### config.mk
export PLATFORM = sky130hd
export DESIGN_NAME = i2ct_target
export DESIGN_NICKNAME = d
export VERILOG_FILES = /design/src/rtl/i2ct_pkg.sv /design/src/rtl/i2ct_busmon.sv /design/src/rtl/i2ct_shifter.sv /design/src/rtl/i2ct_target.sv
export SDC_FILE = /design/constraint.sdc
export NUM_CORES = 1
export LEC_CHECK = 0
export BUFFER_PORTS_ARGS = -buffer_cell sky130_fd_sc_hd__buf_4
export CAP_MARGIN = 10
export CORE_UTILIZATION = 60
export CTS_CLUSTER_SIZE = 40
export DETAILED_ROUTE_END_ITERATION = 10
export PLACE_DENSITY = 0.88
export SYNTH_ARGS = -nofsm -noshare
export SYNTH_HDL_FRONTEND = slang
export SYNTH_HIERARCHICAL = 1
export SYNTH_SLANG_ARGS = --single-unit
export TNS_END_PERCENT = 20
### constraint.sdc
create_clock -name clk_i -period 3 [get_ports clk_i]
set_input_delay 0.3 -clock clk_i [delete_from_list [all_inputs] [get_ports clk_i]]
set_output_delay 0.3 -clock clk_i [all_outputs]
set_load 0.005 [all_outputs]
### src/rtl/i2ct_pkg.sv
package i2ct_pkg;
  localparam int DW = 8;
  localparam int AW = 7;

  localparam logic [1:0] CMD_ACK  = 2'd1;
  localparam logic [1:0] CMD_NACK = 2'd2;
  localparam logic [1:0] CMD_CONT = 2'd3;

  localparam logic [2:0] EV_NONE  = 3'd0;
  localparam logic [2:0] EV_ADR_W = 3'd1;
  localparam logic [2:0] EV_ADR_R = 3'd2;
  localparam logic [2:0] EV_RX    = 3'd3;
  localparam logic [2:0] EV_TX_A  = 3'd4;
  localparam logic [2:0] EV_TX_N  = 3'd5;

  localparam logic [4:0] HS_PREFIX = 5'b00001;

  typedef enum logic [3:0] {
    ST_IDLE, ST_ADDR, ST_AHOLD, ST_ACKO, ST_RX, ST_RHOLD,
    ST_RAUTO, ST_RAHOLD, ST_TX, ST_TACK, ST_THOLD, ST_SKIP
  } tgt_state_e;
endpackage

### src/rtl/i2ct_busmon.sv
module i2ct_busmon #(
  parameter int STAGES = 2
) (
  input  logic clk_i,
  input  logic rst_i,
  input  logic scl_i,
  input  logic sda_i,
  output logic scl_s_o,
  output logic sda_s_o,
  output logic scl_rise_o,
  output logic scl_fall_o,
  output logic start_o,
  output logic stop_o
);
  localparam int NL = 2;

  logic [NL-1:0] raw;
  logic [NL-1:0] synced;
  logic [NL-1:0] last;

  assign raw = {scl_i, sda_i};

  for (genvar g = 0; g < NL; g++) begin : g_line
    logic [STAGES-1:0] chain;
    always_ff @(posedge clk_i) begin
      if (rst_i) chain <= '1;
      else       chain <= {chain[STAGES-2:0], raw[g]};
    end
    assign synced[g] = chain[STAGES-1];
  end

  always_ff @(posedge clk_i) begin
    if (rst_i) last <= '1;
    else       last <= synced;
  end

  assign scl_s_o    = synced[1];
  assign sda_s_o    = synced[0];
  assign scl_rise_o = synced[1] & ~last[1];
  assign scl_fall_o = ~synced[1] & last[1];
  assign start_o    = synced[1] & last[1] & last[0] & ~synced[0];
  assign stop_o     = synced[1] & last[1] & ~last[0] & synced[0];
endmodule

### src/rtl/i2ct_shifter.sv
module i2ct_shifter #(
  parameter int W = 8
) (
  input  logic         clk_i,
  input  logic         rst_i,
  input  logic         clr_i,
  input  logic         shift_i,
  input  logic         bit_i,
  output logic [W-1:0] data_o,
  output logic         full_o
);
  localparam int CW = $clog2(W + 1);
  localparam logic [CW-1:0] LAST = CW'(W);

  logic [CW-1:0] cnt;

  always_ff @(posedge clk_i) begin
    if (rst_i || clr_i) begin
      cnt    <= '0;
      data_o <= '0;
    end else if (shift_i) begin
      data_o <= {data_o[W-2:0], bit_i};
      if (cnt != LAST) cnt <= cnt + 1'b1;
    end
  end

  assign full_o = (cnt == LAST);
endmodule

### src/rtl/i2ct_target.sv
module i2ct_target
  import i2ct_pkg::*;
#(
  parameter int SYNC_STAGES = 2
) (
  input  logic          clk_i,
  input  logic          rst_i,
  input  logic          scl_i,
  input  logic          sda_i,
  output logic          scl_oe_o,
  output logic          sda_oe_o,
  input  logic [AW-1:0] cfg_addr_i,
  input  logic          cfg_hs_i,
  input  logic          cmd_valid_i,
  input  logic [1:0]    cmd_i,
  input  logic [DW-1:0] cmd_data_i,
  output logic          pend_o,
  output logic [2:0]    stat_o,
  output logic [DW-1:0] rdata_o,
  output logic          pad_hs_o
);
  logic scl_s, sda_s, scl_rise, scl_fall, start_p, stop_p;
  logic [DW-1:0] rx_byte;
  logic          rx_full;
  logic          sh_clr;
  logic [DW-1:0] tx_sh;
  logic          is_read;
  logic          m_ack;
  tgt_state_e    state;

  i2ct_busmon #(.STAGES(SYNC_STAGES)) u_mon (
    .clk_i(clk_i), .rst_i(rst_i), .scl_i(scl_i), .sda_i(sda_i),
    .scl_s_o(scl_s), .sda_s_o(sda_s), .scl_rise_o(scl_rise),
    .scl_fall_o(scl_fall), .start_o(start_p), .stop_o(stop_p)
  );

  i2ct_shifter #(.W(DW)) u_sh (
    .clk_i(clk_i), .rst_i(rst_i), .clr_i(sh_clr), .shift_i(scl_rise),
    .bit_i(sda_s), .data_o(rx_byte), .full_o(rx_full)
  );

  wire cmd_ack  = cmd_valid_i && (cmd_i == CMD_ACK);
  wire cmd_nack = cmd_valid_i && (cmd_i == CMD_NACK);
  wire cmd_cont = cmd_valid_i && (cmd_i == CMD_CONT);

  always_ff @(posedge clk_i) begin
    if (rst_i) begin
      state    <= ST_IDLE;
      sda_oe_o <= 1'b0;
      pend_o   <= 1'b0;
      stat_o   <= EV_NONE;
      rdata_o  <= '0;
      pad_hs_o <= 1'b0;
      tx_sh    <= '0;
      is_read  <= 1'b0;
      m_ack    <= 1'b0;
      sh_clr   <= 1'b0;
    end else begin
      sh_clr <= 1'b0;
      if (stop_p) begin
        state    <= ST_IDLE;
        sda_oe_o <= 1'b0;
        pend_o   <= 1'b0;
        stat_o   <= EV_NONE;
        pad_hs_o <= 1'b0;
      end else if (start_p) begin
        state    <= ST_ADDR;
        sda_oe_o <= 1'b0;
        pend_o   <= 1'b0;
        stat_o   <= EV_NONE;
        sh_clr   <= 1'b1;
      end else begin
        unique case (state)
          ST_ADDR: if (scl_fall && rx_full) begin
            if (rx_byte[DW-1:1] == cfg_addr_i) begin
              state   <= ST_AHOLD;
              pend_o  <= 1'b1;
              is_read <= rx_byte[0];
              stat_o  <= rx_byte[0] ? EV_ADR_R : EV_ADR_W;
            end else begin
              if (cfg_hs_i && rx_byte[DW-1:DW-5] == HS_PREFIX) pad_hs_o <= 1'b1;
              state <= ST_SKIP;
            end
          end
          ST_AHOLD: begin
            if (cmd_ack) begin
              sda_oe_o <= 1'b1;
              pend_o   <= 1'b0;
              tx_sh    <= cmd_data_i;
              state    <= ST_ACKO;
            end else if (cmd_nack) begin
              pend_o <= 1'b0;
              state  <= ST_SKIP;
            end
          end
          ST_ACKO: if (scl_fall) begin
            sh_clr <= 1'b1;
            if (is_read) begin
              sda_oe_o <= ~tx_sh[DW-1];
              tx_sh    <= {tx_sh[DW-2:0], 1'b0};
              state    <= ST_TX;
            end else begin
              sda_oe_o <= 1'b0;
              state    <= ST_RX;
            end
          end
          ST_RX: if (scl_fall && rx_full) begin
            rdata_o <= rx_byte;
            if (cfg_hs_i) begin
              sda_oe_o <= 1'b1;
              state    <= ST_RAUTO;
            end else begin
              pend_o <= 1'b1;
              stat_o <= EV_RX;
              state  <= ST_RHOLD;
            end
          end
          ST_RHOLD: begin
            if (cmd_ack) begin
              sda_oe_o <= 1'b1;
              pend_o   <= 1'b0;
              state    <= ST_ACKO;
            end else if (cmd_nack) begin
              pend_o <= 1'b0;
              state  <= ST_SKIP;
            end
          end
          ST_RAUTO: if (scl_fall) begin
            sda_oe_o <= 1'b0;
            pend_o   <= 1'b1;
            stat_o   <= EV_RX;
            state    <= ST_RAHOLD;
          end
          ST_RAHOLD: begin
            if (cmd_cont) begin
              pend_o <= 1'b0;
              sh_clr <= 1'b1;
              state  <= ST_RX;
            end else if (cmd_nack) begin
              pend_o <= 1'b0;
              state  <= ST_SKIP;
            end
          end
          ST_TX: if (scl_fall) begin
            if (rx_full) begin
              sda_oe_o <= 1'b0;
              state    <= ST_TACK;
            end else begin
              sda_oe_o <= ~tx_sh[DW-1];
              tx_sh    <= {tx_sh[DW-2:0], 1'b0};
            end
          end
          ST_TACK: begin
            if (scl_rise) m_ack <= ~sda_s;
            if (scl_fall) begin
              pend_o <= 1'b1;
              stat_o <= m_ack ? EV_TX_A : EV_TX_N;
              state  <= ST_THOLD;
            end
          end
          ST_THOLD: begin
            if (cmd_cont && stat_o == EV_TX_A) begin
              pend_o   <= 1'b0;
              sda_oe_o <= ~cmd_data_i[DW-1];
              tx_sh    <= {cmd_data_i[DW-2:0], 1'b0};
              sh_clr   <= 1'b1;
              state    <= ST_TX;
            end else if (cmd_cont || cmd_nack) begin
              pend_o <= 1'b0;
              state  <= ST_SKIP;
            end
          end
          default: ;
        endcase
      end
    end
  end

  // SCL is released one cycle after SDA has settled for the next bit.
  always_ff @(posedge clk_i) begin
    if (rst_i) scl_oe_o <= 1'b0;
    else scl_oe_o <= (state == ST_AHOLD) || (state == ST_RHOLD) ||
                     (state == ST_RAHOLD) || (state == ST_THOLD);
  end

  // stretching begins only while the line is already low
  a_r10_stretch_low: assert property (@(posedge clk_i) disable iff (rst_i)
    $rose(scl_oe_o) |-> !scl_s);

  // SDA drive changes only while SCL is low (bus conditions excepted)
  a_r10_sda_low: assert property (@(posedge clk_i) disable iff (rst_i)
    (!$stable(sda_oe_o) && !$past(start_p) && !$past(stop_p)) |-> !$past(scl_s));

  // a pending decision always holds the clock
  a_r2_pend_stretch: assert property (@(posedge clk_i) disable iff (rst_i)
    pend_o |=> scl_oe_o);

  // STOP clears the pending flag and the status
  a_r9_stop_clear: assert property (@(posedge clk_i) disable iff (rst_i)
    stop_p |=> (!pend_o && stat_o == EV_NONE));

  // pad control only switches on in HS-capable configuration
  a_r8_hs_cfg: assert property (@(posedge clk_i) disable iff (rst_i)
    $rose(pad_hs_o) |-> cfg_hs_i);

  // with automatic acknowledge the ack bit is over when the host is asked
  a_r7_auto_ack_done: assert property (@(posedge clk_i) disable iff (rst_i)
    (cfg_hs_i && pend_o && stat_o == EV_RX) |-> !sda_oe_o);
endmodule

# After elaboration in Yosys (flattened, before gate mapping)
# Index checks and enable logic that the tools add are counted.
word_totals:
  input_bits: 23
  output_inout_bits: 15
  regBits: 48
  wordCells: 168
classes:
  n_addsub: 1
  n_bitwise: 16
  n_mux: 59
  n_reduce_logical: 32
  eq_ne: 43
op_table:
  columns: ["operator", "count"]
  rows:
  - ["$mux 4", 14]
  - ["$mux 8", 6]
  - ["$pmux 4 s9", 1]
  - ["$pmux 8 s4", 1]
  - ["$ne 2x2->1 const B", 14]
  - ["$reduce_and 9->1", 3]
  - ["$mux 1", 25]
  - ["$ne 3x3->1 const B", 8]
  - ["$mux 3", 6]
  - ["$eq 4x3->1 const B", 4]
  - ["$eq 4x4->1 const B", 4]
  - ["$reduce_and 7->1", 2]
  - ["$pmux 1 s6", 2]
  - ["$pmux 3 s4", 1]
  - ["$reduce_bool 6->1", 2]
  - ["$reduce_and 5->1", 2]
  - ["$reduce_bool 10->1", 1]
  - ["$not 1->1", 9]
  - ["$reduce_bool 9->1", 1]
  - ["$eq 4x2->1 const B", 2]
  - ["$ne 4x4->1 const B", 2]
  - ["$reduce_and 4->1", 2]
  - ["$reduce_and 8->1", 1]
  - ["$reduce_bool 4->1", 2]
  - ["16 further kinds", 36]

# Longest topological paths before layout
logic_depth:
  depth_word: 7
  depth_mapped: 9
  depth_no_buf: 9

# Modules after synthesis
# The synthesis kept the hierarchy.
modules_own_cells:
  columns: ["module", "seq_area_each_um2", "n_inst", "area_per_inst_um2", "cells_each"]
  rows:
  - ["i2ct_target", 600.6, 1, 2308.5, 297]
  - ["i2ct_shifter", 240.2, 1, 496.7, 51]
  - ["i2ct_busmon", 120.1, 1, 190.2, 16]

# Worst setup path before layout
# Ideal clock, no wire load.
synth_path:
  path_type: "register -> register"
  startpoint: "reg u_sh.cnt[0]"
  endpoint: "reg rdata_o[0]"
  arrival_ps: 1670
  t_required_ps: 2872
  stages_incl_launch_ff: 10
  period_less_slack_ps: 1797
  path_buffers: 1
  setup_time_ps: 128
  setup_slack_ps: 1203
  cell_sequence: "dfxtp_1 -> inv_1 -> ha_1 -> nand3b_4 -> inv_2 -> nand3_1 -> or4_1 -> buf_2 -> mux2i_1 -> nor2_1"
synth_via:
  elab_chain_cells: 3
synth_rtl:
  columns: ["item", "line", "rtl"]
  rows:
  - ["start: declaration", "i2ct_shifter.sv:15", "logic [CW-1:0] cnt;"]
  - ["start signal: assignment", "i2ct_shifter.sv:23", "if (cnt != LAST) cnt <= cnt + 1'b1;"]
  - ["$eq 4x4->1", "i2ct_shifter.sv:27", "assign full_o = (cnt == LAST);"]
  - ["net rx_full", "i2ct_target.sv:24", "logic rx_full;"]
  - ["$logic_and 1x1->1", "i2ct_target.sv:107", "ST_RX: if (scl_fall && rx_full) begin"]
  - ["$reduce_and 4->1 (no source line)", null, null]
  - ["end signal: assignment", "i2ct_target.sv:108", "rdata_o <= rx_byte;"]
  - ["end: declaration", "i2ct_target.sv:19", "output logic [DW-1:0] rdata_o,"]
# The timed path passes the listed nets, and every way through them passes these cells.
# A chain may end at the register's enable or synchronous reset.

# Worst setup path after layout
layout_path:
  startpoint: "reg state[3]"
  endpoint: "reg stat_o[0]"
layout_via:
  elab_chain_cells: 3
  word_cells_on_any_way: 13
  cone_classes: "eq/ne (10); mux (1); reduce/logical (2)"
layout_rtl:
  columns: ["item", "line", "rtl"]
  rows:
  - ["start: declaration", "i2ct_target.sv:29", "tgt_state_e state;"]
  - ["start signal: assignment", "i2ct_target.sv:48", "state <= ST_IDLE;"]
  - ["start signal: assignment", "i2ct_target.sv:61", "state <= ST_IDLE;"]
  - ["start signal: assignment", "i2ct_target.sv:67", "state <= ST_ADDR;"]
  - ["$eq 4x4->1, or another cell as far along", "i2ct_target.sv:73", "unique case (state)"]
  - ["$reduce_bool 4->1 (no source line) / $ne 2x2->1 (equally long branches)", null, null]
  - ["$reduce_and 7->1 (no source line)", null, null]
  - ["end signal: assignment", "i2ct_target.sv:79", "stat_o <= rx_byte[0] ? EV_ADR_R : EV_ADR_W;"]
  - ["end signal: assignment", "i2ct_target.sv:157", "stat_o <= m_ack ? EV_TX_A : EV_TX_N;"]
  - ["end: declaration", "i2ct_target.sv:18", "output logic [2:0] stat_o,"]
# Parallel ways exist; a longest one is shown, timed or not.

==> results.toml <==
[status]
outcome = "finished, final reports clean"

[timing]
min_period_ns = 2.32
slew_viol_final = 0
period_share_pct = 77.5
max_clock_freq_mhz = 430
hold_viol_final = 0
tns_ns = 0
rsz0062_at_grt = "false"
tightest_slew_ns = 0.775
setup_violations = 0
clock-skew-final_ns = 0.00756
relSlewSlack_pct = 48.0

[floorplanning]
std_cell_rows = 25
pin_count = 38
dieArea_sq_um = 5280
die_y_um = 72.7
core_sq_um = 4750
fp.dieW_um = 72.7
start_util_pct = 63.0

[clock_network]
postCtsSetupRepairBufs = 0
numCtsBuffers = 5
cts.sinks = 48
clk_pin_slew_ns = 0.10
clk_path_buf_depth = 2
cts_tree = "done"
cts.repair.resized = 0
h-tree-depth = 2
clock_latency_ns = 0.31
ctsHoldBuffers = 0
clockRootBuffer = "clkbuf_8"

[pwr]
intPower_uw = 1490
p_leak_uw = 0.00134
p_sw_share_pct = 40.7
finalPower_uw = 2510
powerDensity_nw_per_um2 = 737
p_sw_uw = 1020
combPwrFrac_pct = 46.0
p_seq_share_pct = 34.0
vdd_ir_drop_max_uv = 634
clkPwrFrac_pct = 20.0

[grt]
gr-max-usage-layer = "met2"
antenna_found_initial = 0
grt_pass1_wl_mm = 12.6
grt_pass1_vias = 2613
use_met2_pct = 50.4
grt_max_degree = 30
gr-usage-met3_pct = 5.25
grt_usage_pct = 30.6
met1_usage_pct = 40.3
grt_overflow_total = 0

[drt]
wl_per_cell_um = 17.1
vias_per_cell = 6.39
drtIter0Drc = 322
first_pass_iters = 5
final_antenna_net_count = 0
routed_wl_mm = 7.81
drc_errors = 0
vias = 2913

[synthesis]
avgSynthCellArea_sq_um = 8.23
synth_top_area_share_pct = 32.1
yosysWarnings = 6
netlist_top_cells_count = "dfxtp_1, nor2_1, a21oi_1, mux2i_1, nand2_1"
ys_types = 67
synth_ff_type = "dfxtp_1"
synth_area_leaders = "dfxtp_1, mux2i_1, a21oi_1"
synth_area_sq_um = 3000
synth_seq_cells = 48
syn-instance-count = 364
synth.most_common_cell = "dfxtp_1"
synth-seq-area-share_pct = 32.1
synth_edf_count = 0
synth_nets = 389
synth_top_area_cell = "dfxtp_1"
async_flop_share_pct = 0

[worst_setup_path]
crit_buf_inv = 0
worstPathRequired_ns = 3.23
worst_setup_path_end_kind = "flop"
worst_path_dominant_cell_family = "simple AND/OR/NAND/NOR gates"
critPathSlowestCell = "dfxtp_1"
crit_chain = "nand2_1 > nor3_1 > nor2_1 > a221o_1 > mux2i_1"
cp-start-kind = "flop"
arrival_ns = 2.56
crit_type = "flop to flop"
slowest_delay_ns = 0.74
worstPathMaxFanout = 18

[cells_and_area]
multi_input_area_sq_um = 1860
nFillCells = 411
syn_to_final_growth_pct = 13.7
final_nets = 413
antenna_cells = 0
regArea_sq_um = 961
final_layout_size_suffix_gt1_share_pct = 17.7

[placed_design]
place_congestion = 1.03
hpwl_mm = 5.60
portBuffers = 37

[hold_path]
hold_class = "input port to flop"

[run]
drv_cap = 0
per-stage QoR:
step	setup slack, ns	cell area (sq um)	util, %	std cells	hold WS [ns]
floorplan	1.20	3000	-	364	0.383
global placement	0.814	3280	69.1	448	0.386
detailed placement	0.809	3280	69.1	448	0.393
CTS	0.761	3410	71.6	456	0.165
global route	0.454	3410	71.6	456	0.159
finish	0.676	3410	71.6	456	0.165
power by group through the flow:
| stage | clock network (uW) | registers, uW | logic, uW |
|---|---|---|---|
| 3_5_place_dp | 0 | 862 | 1130 |
| 2_1_floorplan | 0 | 771 | 972 |
| 4_1_cts | 507 | 848 | 1130 |
| 5_1_grt | 527 | 870 | 1260 |
| 3_3_place_gp | 0 | 857 | 1100 |
| 6_report | 502 | 854 | 1150 |
flip-flops by register name, indices dropped and copies added (netlist names):
register,count
u_mon/last,2
stat_o,3
u_sh/data_o,8
state,4
sda_oe_o,1
u_mon/g_line.chain,4
tx_sh,8
rdata_o,8
pend_o,1
pad_hs_o,1
m_ack,1
scl_oe_o,1
u_sh/cnt,4
sh_clr,1
is_read,1
cells by family after synthesis:
family / count (synthesis) / share of synthesized area [%]
multiplexers: 21 / 7.02
AND/OR/NAND/NOR: 136 / 25.5
buffers and inverters: 38 / 5.68
adder cells (fa/ha/maj): 2 / 0.835
AO/OA/AOI/OAI: 111 / 26.5
XOR/XNOR: 8 / 2.34
flip-flops: 48 / 32.1
routing by layer:
layer / up-vias / routed length (um)
li1: 1398 / -
met1: 1350 / 3320
met2: 139 / 3780
met3: 26 / 513
met4: 0 / 195
met5: - / 0
layout by cell type (no fill, tap or decap), drive strengths merged, types with 5 or more instances in the layout:
cell type,count
nor3,8
a22o,6
nand2b,9
nand4,6
a211oi,8
clkbuf,6
or2,11
nor2,33
dfxtp,48
nand2,20
buf,45
o21ai,14
xor2,8
a31oi,6
inv,9
mux2i,21
nor2b,19
a311oi,8
a222oi,6
nand3,7
a21oi,32
o211ai,5
cell type report:
cell class	instances	area share, %
clock buffers	6	2.42
flip-flops and latches	48	28.2
multi-input cells	278	54.7
well taps	67	2.46
repair buffers	45	9.92
inverters	10	1.10
clock inverters	2	1.14
worst paths after layout:
check / startpoint / end / slack [ns] / depth (start not counted)
hold reg to reg: u_mon/g_line[0].chain[0]$_SDFF_PP1_ / u_mon/g_line[0].chain[1]$_SDFF_PP1_ / 0.41 / 1
setup reg to reg: state[3]$_SDFFE_PP0P_ / stat_o[0]$_SDFFE_PP0P_ / 0.68 / 5
setup / recovery: state[3]$_SDFFE_PP0P_ / stat_o[0]$_SDFFE_PP0P_ / 0.68 / 5
hold / removal: scl_i / u_mon/g_line[1].chain[0]$_SDFF_PP1_ / 0.17 / 2
worst reg2reg max path, cell delays in order (launching register included):
cell and delay (ns):
dfxtp_1 0.74, nand2_1 0.26, nor3_1 0.66, nor2_1 0.14, a221o_1 0.32, mux2i_1 0.14
Note: power is estimated with default switching activity, not from simulation.
